**config.mk**
```make
export PLATFORM = sky130hd
export DESIGN_NAME = uv_ce_gate
export DESIGN_NICKNAME = d
export VERILOG_FILES = /design/src/rtl/uv_ce_gate_pkg.sv /design/src/rtl/uv_ce_grace_timer.sv /design/src/rtl/uv_ce_gate_fsm.sv /design/src/rtl/uv_ce_out_stage.sv /design/src/rtl/uv_ce_gate.sv
export SDC_FILE = /design/constraint.sdc
export NUM_CORES = 1
export LEC_CHECK = 0
export BUFFER_PORTS_ARGS = -buffer_cell sky130_fd_sc_hd__clkbuf_2
export CAP_MARGIN = 20
export CORE_ASPECT_RATIO = 0.75
export CORE_UTILIZATION = 50
export CTS_CLUSTER_SIZE = 30
export DETAILED_ROUTE_END_ITERATION = 7
export GPL_TIMING_DRIVEN = 0
export PLACE_DENSITY = 0.8
export SKIP_CTS_REPAIR_TIMING = 1
export SLEW_MARGIN = 20
export SYNTH_ARGS = -nofsm -noshare
export SYNTH_HDL_FRONTEND = slang
export SYNTH_SLANG_ARGS = --single-unit
```
**constraint.sdc**
```tcl
create_clock -name clk -period 2.55 [get_ports clk]
set_input_delay 0.1275 -clock clk [delete_from_list [all_inputs] [get_ports clk]]
set_output_delay 0.1275 -clock clk [all_outputs]
set_load 0.01 [all_outputs]
```
**src/rtl/uv_ce_gate_pkg.sv**
```systemverilog
package uv_ce_gate_pkg;

  typedef enum logic [1:0] {
    GS_OPEN  = 2'd0,
    GS_GRACE = 2'd1,
    GS_SHUT  = 2'd2
  } gate_state_t;

  // True when the cycle now being granted is the last one the window allows.
  // 'given' counts the low cycles already granted before this one.
  function automatic logic grace_last(input int unsigned given,
                                      input int unsigned limit);
    return (given + 32'd1) >= limit;
  endfunction

  // Output selection: drive from the processor, or hold inactive.
  function automatic logic gated_level(input logic pass, input logic ce_n);
    return pass ? ce_n : 1'b1;
  endfunction

endpackage

```
**src/rtl/uv_ce_grace_timer.sv**
```systemverilog
module uv_ce_grace_timer #(
  parameter int unsigned GRACE_CYCLES = 1500,
  localparam int unsigned CW = $clog2(GRACE_CYCLES + 1)
) (
  input  logic clk,
  input  logic rst_n,
  input  logic load,
  input  logic run,
  output logic expire
);
  import uv_ce_gate_pkg::*;

  localparam logic [CW-1:0] LOAD_VAL = CW'(1);
  localparam logic [CW-1:0] TOP_VAL  = CW'(GRACE_CYCLES);

  logic [CW-1:0] given_q;

  always_ff @(posedge clk or negedge rst_n) begin
    if (!rst_n) begin
      given_q <= '0;
    end else if (load) begin
      given_q <= LOAD_VAL;
    end else if (run && given_q != TOP_VAL) begin
      given_q <= given_q + CW'(1);
    end
  end

  assign expire = grace_last(32'(given_q), GRACE_CYCLES);

endmodule

```
**src/rtl/uv_ce_gate_fsm.sv**
```systemverilog
module uv_ce_gate_fsm #(
  parameter int unsigned GRACE_CYCLES = 1500
) (
  input  logic                          clk,
  input  logic                          rst_n,
  input  logic                          sup_rst,
  input  logic                          ce_in_n,
  input  logic                          expire,
  output uv_ce_gate_pkg::gate_state_t   state,
  output logic                          grace_load,
  output logic                          grace_run
);
  import uv_ce_gate_pkg::*;

  // A window of one cycle is used up by the entry cycle itself.
  localparam logic ENTRY_LAST = (GRACE_CYCLES <= 1);

  gate_state_t state_q, state_d;

  always_comb begin
    state_d    = state_q;
    grace_load = 1'b0;
    unique case (state_q)
      GS_OPEN: begin
        if (sup_rst) begin
          if (!ce_in_n && !ENTRY_LAST) begin
            state_d    = GS_GRACE;
            grace_load = 1'b1;
          end else begin
            state_d = GS_SHUT;
          end
        end
      end
      GS_GRACE: begin
        if (!sup_rst) begin
          state_d = GS_OPEN;
        end else if (ce_in_n || expire) begin
          state_d = GS_SHUT;
        end
      end
      GS_SHUT: begin
        if (!sup_rst) begin
          state_d = GS_OPEN;
        end
      end
      default: state_d = GS_SHUT;
    endcase
  end

  always_ff @(posedge clk or negedge rst_n) begin
    if (!rst_n) begin
      state_q <= GS_SHUT;
    end else begin
      state_q <= state_d;
    end
  end

  assign state     = state_q;
  assign grace_run = (state_q == GS_GRACE);

endmodule

```
**src/rtl/uv_ce_out_stage.sv**
```systemverilog
module uv_ce_out_stage (
  input  uv_ce_gate_pkg::gate_state_t state,
  input  logic                        ce_in_n,
  output logic                        pass,
  output logic                        ce_out_n,
  output logic                        pullup_en
);
  import uv_ce_gate_pkg::*;

  always_comb begin
    pass      = (state == GS_OPEN) || (state == GS_GRACE && !ce_in_n);
    ce_out_n  = gated_level(pass, ce_in_n);
    pullup_en = !pass;
  end

endmodule

```
**src/rtl/uv_ce_gate.sv**
```systemverilog
module uv_ce_gate #(
  parameter int unsigned GRACE_CYCLES = 1500
) (
  input  logic clk,
  input  logic rst_n,
  input  logic sup_rst,
  input  logic ce_in_n,
  output logic ce_out_n,
  output logic pullup_en
);
  import uv_ce_gate_pkg::*;

  gate_state_t state;
  logic        grace_load;
  logic        grace_run;
  logic        grace_expire;
  logic        gate_pass;

  generate
    if (GRACE_CYCLES > 1) begin : g_timer
      uv_ce_grace_timer #(.GRACE_CYCLES(GRACE_CYCLES)) u_timer (
        .clk    (clk),
        .rst_n  (rst_n),
        .load   (grace_load),
        .run    (grace_run),
        .expire (grace_expire)
      );
    end else begin : g_no_timer
      assign grace_expire = 1'b1;
    end
  endgenerate

  uv_ce_gate_fsm #(.GRACE_CYCLES(GRACE_CYCLES)) u_fsm (
    .clk        (clk),
    .rst_n      (rst_n),
    .sup_rst    (sup_rst),
    .ce_in_n    (ce_in_n),
    .expire     (grace_expire),
    .state      (state),
    .grace_load (grace_load),
    .grace_run  (grace_run)
  );

  uv_ce_out_stage u_out (
    .state     (state),
    .ce_in_n   (ce_in_n),
    .pass      (gate_pass),
    .ce_out_n  (ce_out_n),
    .pullup_en (pullup_en)
  );

endmodule

```
==> impl_metrics.tcl, run 1 <==
set metrics [dict create \
    status "finished, final reports clean" \
    yosys-top-cells-area "dfrtp_1, nor2_1, o21ai_1" \
    grt_use_total_pct 24.5 \
    clock_latency_ns 0.29 \
    drt_iter0_markers 18 \
    netlist_area_um2 920 \
    rows 13 \
    grt_pass1_vias 741 \
    die_h_um 39.1 \
    route.detailed.drc 0 \
    end_kind "flop" \
    cts.clk_slew.worst_paths_ns 0.09 \
    cts_max_level 1 \
    yosysMostFrequentCell "nor2_1" \
    synth_compound_area_share_pct 23.4 \
    wirelength_um 2210 \
    fin_skew_ns 0.00519 \
    period_share_pct 76.3 \
    synth_top_area_cell "dfrtp_1" \
    synth_common_cells "nor2_1, dfrtp_1, o21ai_1" \
    via_per_inst 6.22 \
    drv_slew 0 \
    grt_max_degree 14 \
    setup_tns_ns 0 \
    synthMuxAreaShare_pct 2.45 \
    critical_path.cell_chain "ha_1 -> and2_1 -> o32a_1 -> o22ai_1 -> a311o_1 -> o211ai_1" \
    gp_congestion 0.838 \
    tightest_slew_ns 0.360 \
    grt_pass1_wl_um 3390 \
    cts_tree "done" \
    whs_path_depth 4 \
    dieArea_mm2 0.00202 \
    hold_viol_final 0 \
    synth_enable_flop_cells 0 \
    fin_ws_ns 0.605 \
    setup_viol 0 \
    multi_input_area_um2 533 \
    post-dp-hpwl_um 1480 \
    max_freq_mhz 514 \
    final_core_util_pct 58.5 \
    crit_family "compound AO/OA/AOI/OAI gates" \
    p_per_area_mw_per_mm2 589 \
    yosys.area_share.simple_pct 29.4 \
    nets 123 \
    syn_inst 106 \
    min_path_type "in2reg" \
    numCtsBuffers 3 \
    rr_worst_depth 6 \
    slowest_delay_ns 0.46 \
    io-pin-count 6 \
    slew-limit-headroom_pct 76.0 \
    async_flop_share_pct 100 \
    clockBufferDepth 2 \
    fillCellCount 168 \
    synth.top_cell.area_share_pct 32.7 \
    synth_fp_nets 112 \
    grt_antenna_before_repair 0 \
    p_leak_nw 0.425 \
    grt-ovfl-total 0 \
    layout-drive-gt1-share_pct 18.1 \
    synthFlopType "dfrtp_1" \
    synth-xor-area-share_pct 0 \
    worstPathBufferInverterCount 0 \
    path_class "reg2reg" \
    cp.required_ns 2.71 \
    start_util_pct 53.3 \
    antenna_left 0 \
    dieWidth_um 51.5 \
    seqCellArea_um2 327 \
    synth_top_family_by_area "simple AND/OR/NAND/NOR gates" \
    area_growth_pct 9.66 \
    diodes 0 \
    cp_max_fo 7 \
    synthDistinctLibCells 36 \
    fin_crit_ns 1.94 \
    ys_seq_area_share_pct 35.5 \
    synth_warnings 0 \
    cp_slowest_cell "dfrtp_1" \
    dr_total_vias 858 \
    avgSynthCellArea_um2 8.68 \
    cap_violations 0 \
    root_buffer "clkbuf_4" \
    core_area_mm2 0.00172 \
    start_kind "flop" \
    pre_cts_slack_ns 0.647 \
    ir_drop_mv 0.560 \
    synth-seq-cells 13 \
    worst-path-stages 6 \
    io_buffers 5 \
    synthAdderAreaFrac_pct 2.72 \
    first_pass_iters 4 \
    wire_per_inst_um 16.0 \
    total_power_mw 0.594 \
    crit_arrival_ns 2.10 \
    cts.sinks 13 \
    rsz0062_at_grt "false" \
]
==> routing by layer <==
metal	part of all wire, %	GRT usage, %	vias to the layer above
met3	6.1	8.63	2
li1	-	-	403
met2	47	39.9	35
met4	0.41	6.08	0
met5	0	0	-
met1	46	31.0	418
==> cells in the final DEF, fill, tap and decap left out, types with 4 or more instances in the layout <==
master,netlist,routed
nor2_1,17,17
nand3_1,5,5
clkbuf_2,0,5
buf_4,4,4
o41ai_1,4,4
o21ai_1,12,12
dfrtp_1,12,12
nand2b_1,4,4
nand2_1,10,10
inv_1,5,5
==> worst register-to-register path, stage by stage, from the launching register on <==
cell,delay (ns)
dfrtp_1,0.46
ha_1,0.31
and2_1,0.22
o32a_1,0.33
o22ai_1,0.16
a311o_1,0.22
o211ai_1,0.11
==> worst paths after layout <==
path / from / endpoint / slack (ns)
worst min register to register: g_timer.u_timer.given_q[9] / g_timer.u_timer.given_q[9] / 0.55
worst max register to register: g_timer.u_timer.given_q[1] / u_fsm.state[0] / 0.61
worst max-delay path: g_timer.u_timer.given_q[1] / u_fsm.state[0] / 0.61
worst min-delay path: sup_rst / u_fsm.state[1] / 0.22
min in group asynchronous: rst_n / u_fsm.state[0] / 0.27
max in group asynchronous: rst_n / u_fsm.state[1] / 1.98
==> final cells by class <==
| class | count | area share, % |
|---|---|---|
| inverters | 5 | 1.86 |
| well taps | 22 | 2.73 |
| multi-input cells | 83 | 52.9 |
| clock buffers | 4 | 2.61 |
| repair buffers | 6 | 3.47 |
| plain buffers | 5 | 4.09 |
| flip-flops and latches | 13 | 32.4 |
==> sequential cells by signal, indices dropped and copies added, names as in the netlist <==
| signal | count |
|---|---|
| u_fsm.state | 2 |
| g_timer.u_timer.given_q | 11 |
==> cells by family (layout without fill, tap and decap cells) <==
kind of cell | Yosys count | after routing
simple gates | 49 | 49
flops | 13 | 13
buf+inv | 10 | 20
mux | 2 | 2
compound gates | 30 | 30
fa+ha+maj | 2 | 2
==> power by group <==
group | total (mW) | switching, mW | internal (mW)
clock | 0.137 | 0.0761 | 0.0608
sequential | 0.263 | 0.0310 | 0.232
combinational | 0.194 | 0.117 | 0.0764
==> metrics by stage <==
stage                     instances  hold slack (ns)  instance area (um^2)
after CTS                       137           -0.261                   998
after global routing            138            0.247                  1010
final                           138            0.217                  1010
after global placement          133           0.0420                   972
after floorplan                 106           -0.168                   920
after detailed placement        133           0.0508                   972
Power figures use the tool's default switching activity.
==> inputs of run 2 (changes only) <==
clock period = 1.8 ns   (was 2.55 ns; I/O delays follow)
==> impl_metrics.tcl, run 2 (synthesis gave the netlist of run 1 again) <==
set metrics [dict create \
    status "finished, final reports clean" \
    r2r_slack_ns 0.02 \
    cts_tree "done" \
    hold_end "u_fsm.state[1]" \
    path_class "reg2reg" \
    slew-limit-headroom_pct 75.8 \
    worstPathBufferInverterCount 0 \
    clockBufferDepth 2 \
    grt_use_total_pct 24.5 \
    worstReg2RegEnd "u_fsm.state[0]" \
    cp.required_ns 1.96 \
    grt_pass1_vias 741 \
    grt-ovfl-total 0 \
    diodes 0 \
    p_leak_nw 0.491 \
    min_path_type "in2reg" \
    final_common_cell "nor2_1" \
    fin_crit_ns 1.78 \
    clock_latency_ns 0.29 \
    max_freq_mhz 563 \
    hold_viol_final 0 \
    grt_max_degree 14 \
    layout_common_cells "nor2_1, o21ai_1, nand2_1" \
    drv_slew 0 \
    whs_path_depth 4 \
    fin_skew_ns 0.00668 \
    numCtsBuffers 3 \
    start_util_pct 53.3 \
    min_from "sup_rst" \
    fin_area_mm2 0.00117 \
    start_kind "flop" \
    slowest_delay_ns 0.47 \
    regToRegStartpoint "g_timer.u_timer.given_q[1]" \
    period_share_pct 98.7 \
    tightest_slew_ns 0.363 \
    crit_family "compound AO/OA/AOI/OAI gates" \
    nets 131 \
    via_per_inst 6.15 \
    die_h_um 39.1 \
    rsz0062_at_grt "true" \
    dieWidth_um 51.5 \
    post-dp-hpwl_um 1480 \
    grt_pass1_wl_um 3390 \
    cap_violations 0 \
    whs_ns 0.181 \
    cts.sinks 13 \
    root_buffer "clkbuf_4" \
    critical_path.cell_chain "ha_4 -> and2_1 -> o32a_1 -> o22ai_2 -> a311o_1 -> o211ai_1" \
    io_buffers 5 \
    core_area_mm2 0.00172 \
    io-pin-count 6 \
    cts.clk_slew.worst_paths_ns 0.09 \
    p_per_area_mw_per_mm2 815 \
    setup_viol 0 \
    cp_slowest_cell "dfrtp_2" \
    crit_arrival_ns 1.94 \
    layout-drive-gt1-share_pct 35.5 \
    dr_total_vias 898 \
    route.detailed.drc 0 \
    gp_congestion 0.838 \
    first_pass_iters 4 \
    largest_register_ffs 11 \
    drt_iter0_markers 51 \
    wirelength_um 2400 \
    dpl-instance-area_um2 972 \
    dieArea_mm2 0.00202 \
    total_power_mw 0.951 \
    cts_max_level 1 \
    regMostFlops "g_timer.u_timer.given_q" \
    ir_drop_mv 0.800 \
    area_growth_pct 26.9 \
    grt_antenna_before_repair 0 \
    end_kind "flop" \
    antenna_left 0 \
    wire_per_inst_um 16.4 \
    rr_worst_depth 6 \
    cp_max_fo 7 \
    rows 13 \
]
==> run 2: cell count changes in the layout (fill, tap and decap cells not counted), sizes merged <==
cell / delta
buf: +8
==> run 2: per-layer routing <==
layer	up-vias	part of all wire (%)	track usage, %
li1	417	-	-
met1	444	44	31.0
met2	35	48	39.9
met3	2	8.1	8.63
met4	0	0.25	6.08
met5	-	0	0
==> run 2: worst min-delay path, stage by stage <==
cell      delay [ns]
clkbuf_2        0.11
a21oi_1         0.12
nor2_1          0.06
o211a_1         0.11
==> run 2: power breakdown <==
group | switching (mW) | internal (mW) | total (mW)
logic | 0.200 | 0.165 | 0.364
registers | 0.0550 | 0.333 | 0.388
clock network | 0.113 | 0.0864 | 0.199
==> run 2: area by class of cell <==
class | instances | area [um^2]
fill | 134 | 557
sequential | 13 | 333
buffer | 5 | 52.6
timing repair buffer | 14 | 92.6
inverter | 5 | 18.8
tap | 22 | 27.5
clock buffer | 4 | 26.3
multi-input combinational | 83 | 617
==> run 2: worst max path at each step <==
stage / cells past startpoint / start / to / slack (ns)
floorplan: 6 / g_timer.u_timer.given_q[0] / u_fsm.state[0] / 0.11
global placement: 6 / g_timer.u_timer.given_q[1] / u_fsm.state[0] / -0.04
detailed placement: 6 / g_timer.u_timer.given_q[1] / u_fsm.state[0] / -0.10
CTS: 6 / g_timer.u_timer.given_q[0] / u_fsm.state[0] / -0.12
global route: 6 / g_timer.u_timer.given_q[1] / u_fsm.state[0] / -0.06
finish: 6 / g_timer.u_timer.given_q[1] / u_fsm.state[0] / 0.02
==> run 2: stage by stage <==
step,setup TNS (ns),worst slack [ns],utilization (%),cells
2_1_floorplan,0,0.107,-,106
3_3_place_gp,-0.0425,-0.0425,56.4,133
3_5_place_dp,-0.154,-0.103,56.4,133
4_1_cts,-0.212,-0.115,57.9,137
5_1_grt,-0.377,-0.0591,67.7,146
6_report,0,0.0243,67.7,146
==> inputs of run 3 (changes only) <==
CORE_ASPECT_RATIO = default   (was 0.75)
clock period = 2.03 ns   (was 1.8 ns; I/O delays follow)
==> impl_metrics.tcl, run 3 (synthesis gave the netlist of run 1 again) <==
set metrics [dict create \
    status "finished, final reports clean" \
    dieArea_mm2 0.00201 \
    gp_congestion 0.794 \
    wire_per_inst_um 13.2 \
    cap_violations 0 \
    path_class "reg2reg" \
    ir_drop_mv 0.447 \
    clock_latency_ns 0.27 \
    cp-startpoint "g_timer.u_timer.given_q[1]" \
    drt_iter0_markers 21 \
    power.switching_mw 0.266 \
    first_pass_iters 4 \
    grt_pass1_wl_um 3020 \
    tightest_slew_ns 0.320 \
    cp_max_fo 7 \
    combPwrFrac_pct 32.5 \
    grt_use_total_pct 20.5 \
    nets 123 \
    core_area_mm2 0.00173 \
    p_int_mw 0.464 \
    io-pin-count 6 \
    slew-limit-headroom_pct 78.4 \
    p_leak_nw 0.425 \
    clockBufferDepth 2 \
    min_path_type "in2reg" \
    final_core_util_pct 58.6 \
    period_share_pct 94.2 \
    regMostFlops "g_timer.u_timer.given_q" \
    slowest_delay_ns 0.46 \
    dp.cells 136 \
    total_power_mw 0.730 \
    worstReg2RegEnd "u_fsm.state[0]" \
    antenna_left 0 \
    dieWidth_um 44.9 \
    regToRegStartpoint "g_timer.u_timer.given_q[1]" \
    dr_total_vias 811 \
    cts.clk_slew.worst_paths_ns 0.08 \
    max_freq_mhz 523 \
    cp_slowest_cell "dfrtp_1" \
    numCtsBuffers 3 \
    setup_tns_ns 0 \
    cts.sinks 13 \
    die_h_um 44.9 \
    r2r_slack_ns 0.12 \
    cts_max_level 1 \
    area_growth_pct 10.1 \
    post-dp-hpwl_um 1350 \
    grt_antenna_before_repair 0 \
    cts_tree "done" \
    grt_pass1_vias 701 \
    layout_common_cells "nor2_1, o21ai_1, dfrtp_1" \
    critical_path.cell_chain "ha_1 -> and2_1 -> o32a_1 -> o22ai_1 -> a311o_1 -> o211ai_1" \
    switching_share_pct 36.4 \
    wirelength_um 1860 \
    root_buffer "clkbuf_4" \
    fin_cells 141 \
    rr_worst_depth 6 \
    end_kind "flop" \
    rows 15 \
    start_kind "flop" \
    final_common_cell "nor2_1" \
    grt_max_degree 14 \
    diodes 0 \
    via_per_inst 5.75 \
    grt-ovfl-total 0 \
    hold_viol_final 0 \
    io_buffers 5 \
    layout-drive-gt1-share_pct 18.1 \
    power_frac_clock_pct 22.3 \
    setup_viol 0 \
    p_seq_share_pct 45.2 \
    crit_arrival_ns 2.06 \
    fin_crit_ns 1.91 \
    rsz0062_at_grt "false" \
    p_per_area_mw_per_mm2 721 \
    largest_register_ffs 11 \
    cp.required_ns 2.18 \
    critPathCapture "u_fsm.state[0]" \
    route.detailed.drc 0 \
    fin_skew_ns 0.00266 \
    start_util_pct 53.3 \
    drv_slew 0 \
]
-- run 3: critical path: cells and delay by family, from the launching register on --
| kind | cells | cell delay [ns] |
|---|---|---|
| fa+ha+maj | 1 | 0.31 |
| compound gates | 4 | 0.82 |
| flops | 1 | 0.46 |
| simple gates | 1 | 0.21 |
-- run 3: layer usage --
layer	GRT usage (%)	wire length, um	vias up
li1	-	-	399
met1	26.6	871	394
met2	34.4	933	16
met3	2.40	46	2
met4	9.09	12	0
met5	0	0	-
-- run 3: how the worst min path moves through the flow --
stage                        from                         end  slack (ns)  cells past startpoint
final                     sup_rst              u_fsm.state[0]        0.18                      3
after floorplan             rst_n  g_timer.u_timer.given_q[0]       -0.19                      0
after detailed placement    rst_n  g_timer.u_timer.given_q[5]        0.02                      1
after CTS                   rst_n  g_timer.u_timer.given_q[4]       -0.28                      1
after global placement      rst_n  g_timer.u_timer.given_q[3]        0.01                      1
after global routing      sup_rst              u_fsm.state[0]        0.21                      3
-- run 3: cell type report --
cell class | count | area (um^2)
plain buffers | 5 | 41.3
multi-input cells | 83 | 533
clock buffers | 4 | 26.3
fillers | 150 | 714
repair buffers | 6 | 35.0
flip-flops and latches | 13 | 327
inverters | 5 | 18.8
well taps | 25 | 31.3
-- run 3: metrics by stage --
step | hold WS [ns] | area, um^2 | setup slack (ns)
after global placement | 0.0134 | 976 | 0.175
after global routing | 0.214 | 1010 | 0.0600
after CTS | -0.281 | 1000 | 0.136
after floorplan | -0.194 | 920 | 0.337
after detailed placement | 0.0194 | 976 | 0.155
final | 0.185 | 1010 | 0.117
-- run 3: power groups by stage --
| stage | clock (mW) | combinational [mW] | sequential [mW] |
|---|---|---|---|
| 6_report | 0.163 | 0.237 | 0.330 |
| 2_1_floorplan | 0 | 0.183 | 0.328 |
| 3_5_place_dp | 0 | 0.236 | 0.334 |
| 5_1_grt | 0.179 | 0.267 | 0.333 |
| 4_1_cts | 0.170 | 0.236 | 0.329 |
| 3_3_place_gp | 0 | 0.227 | 0.332 |
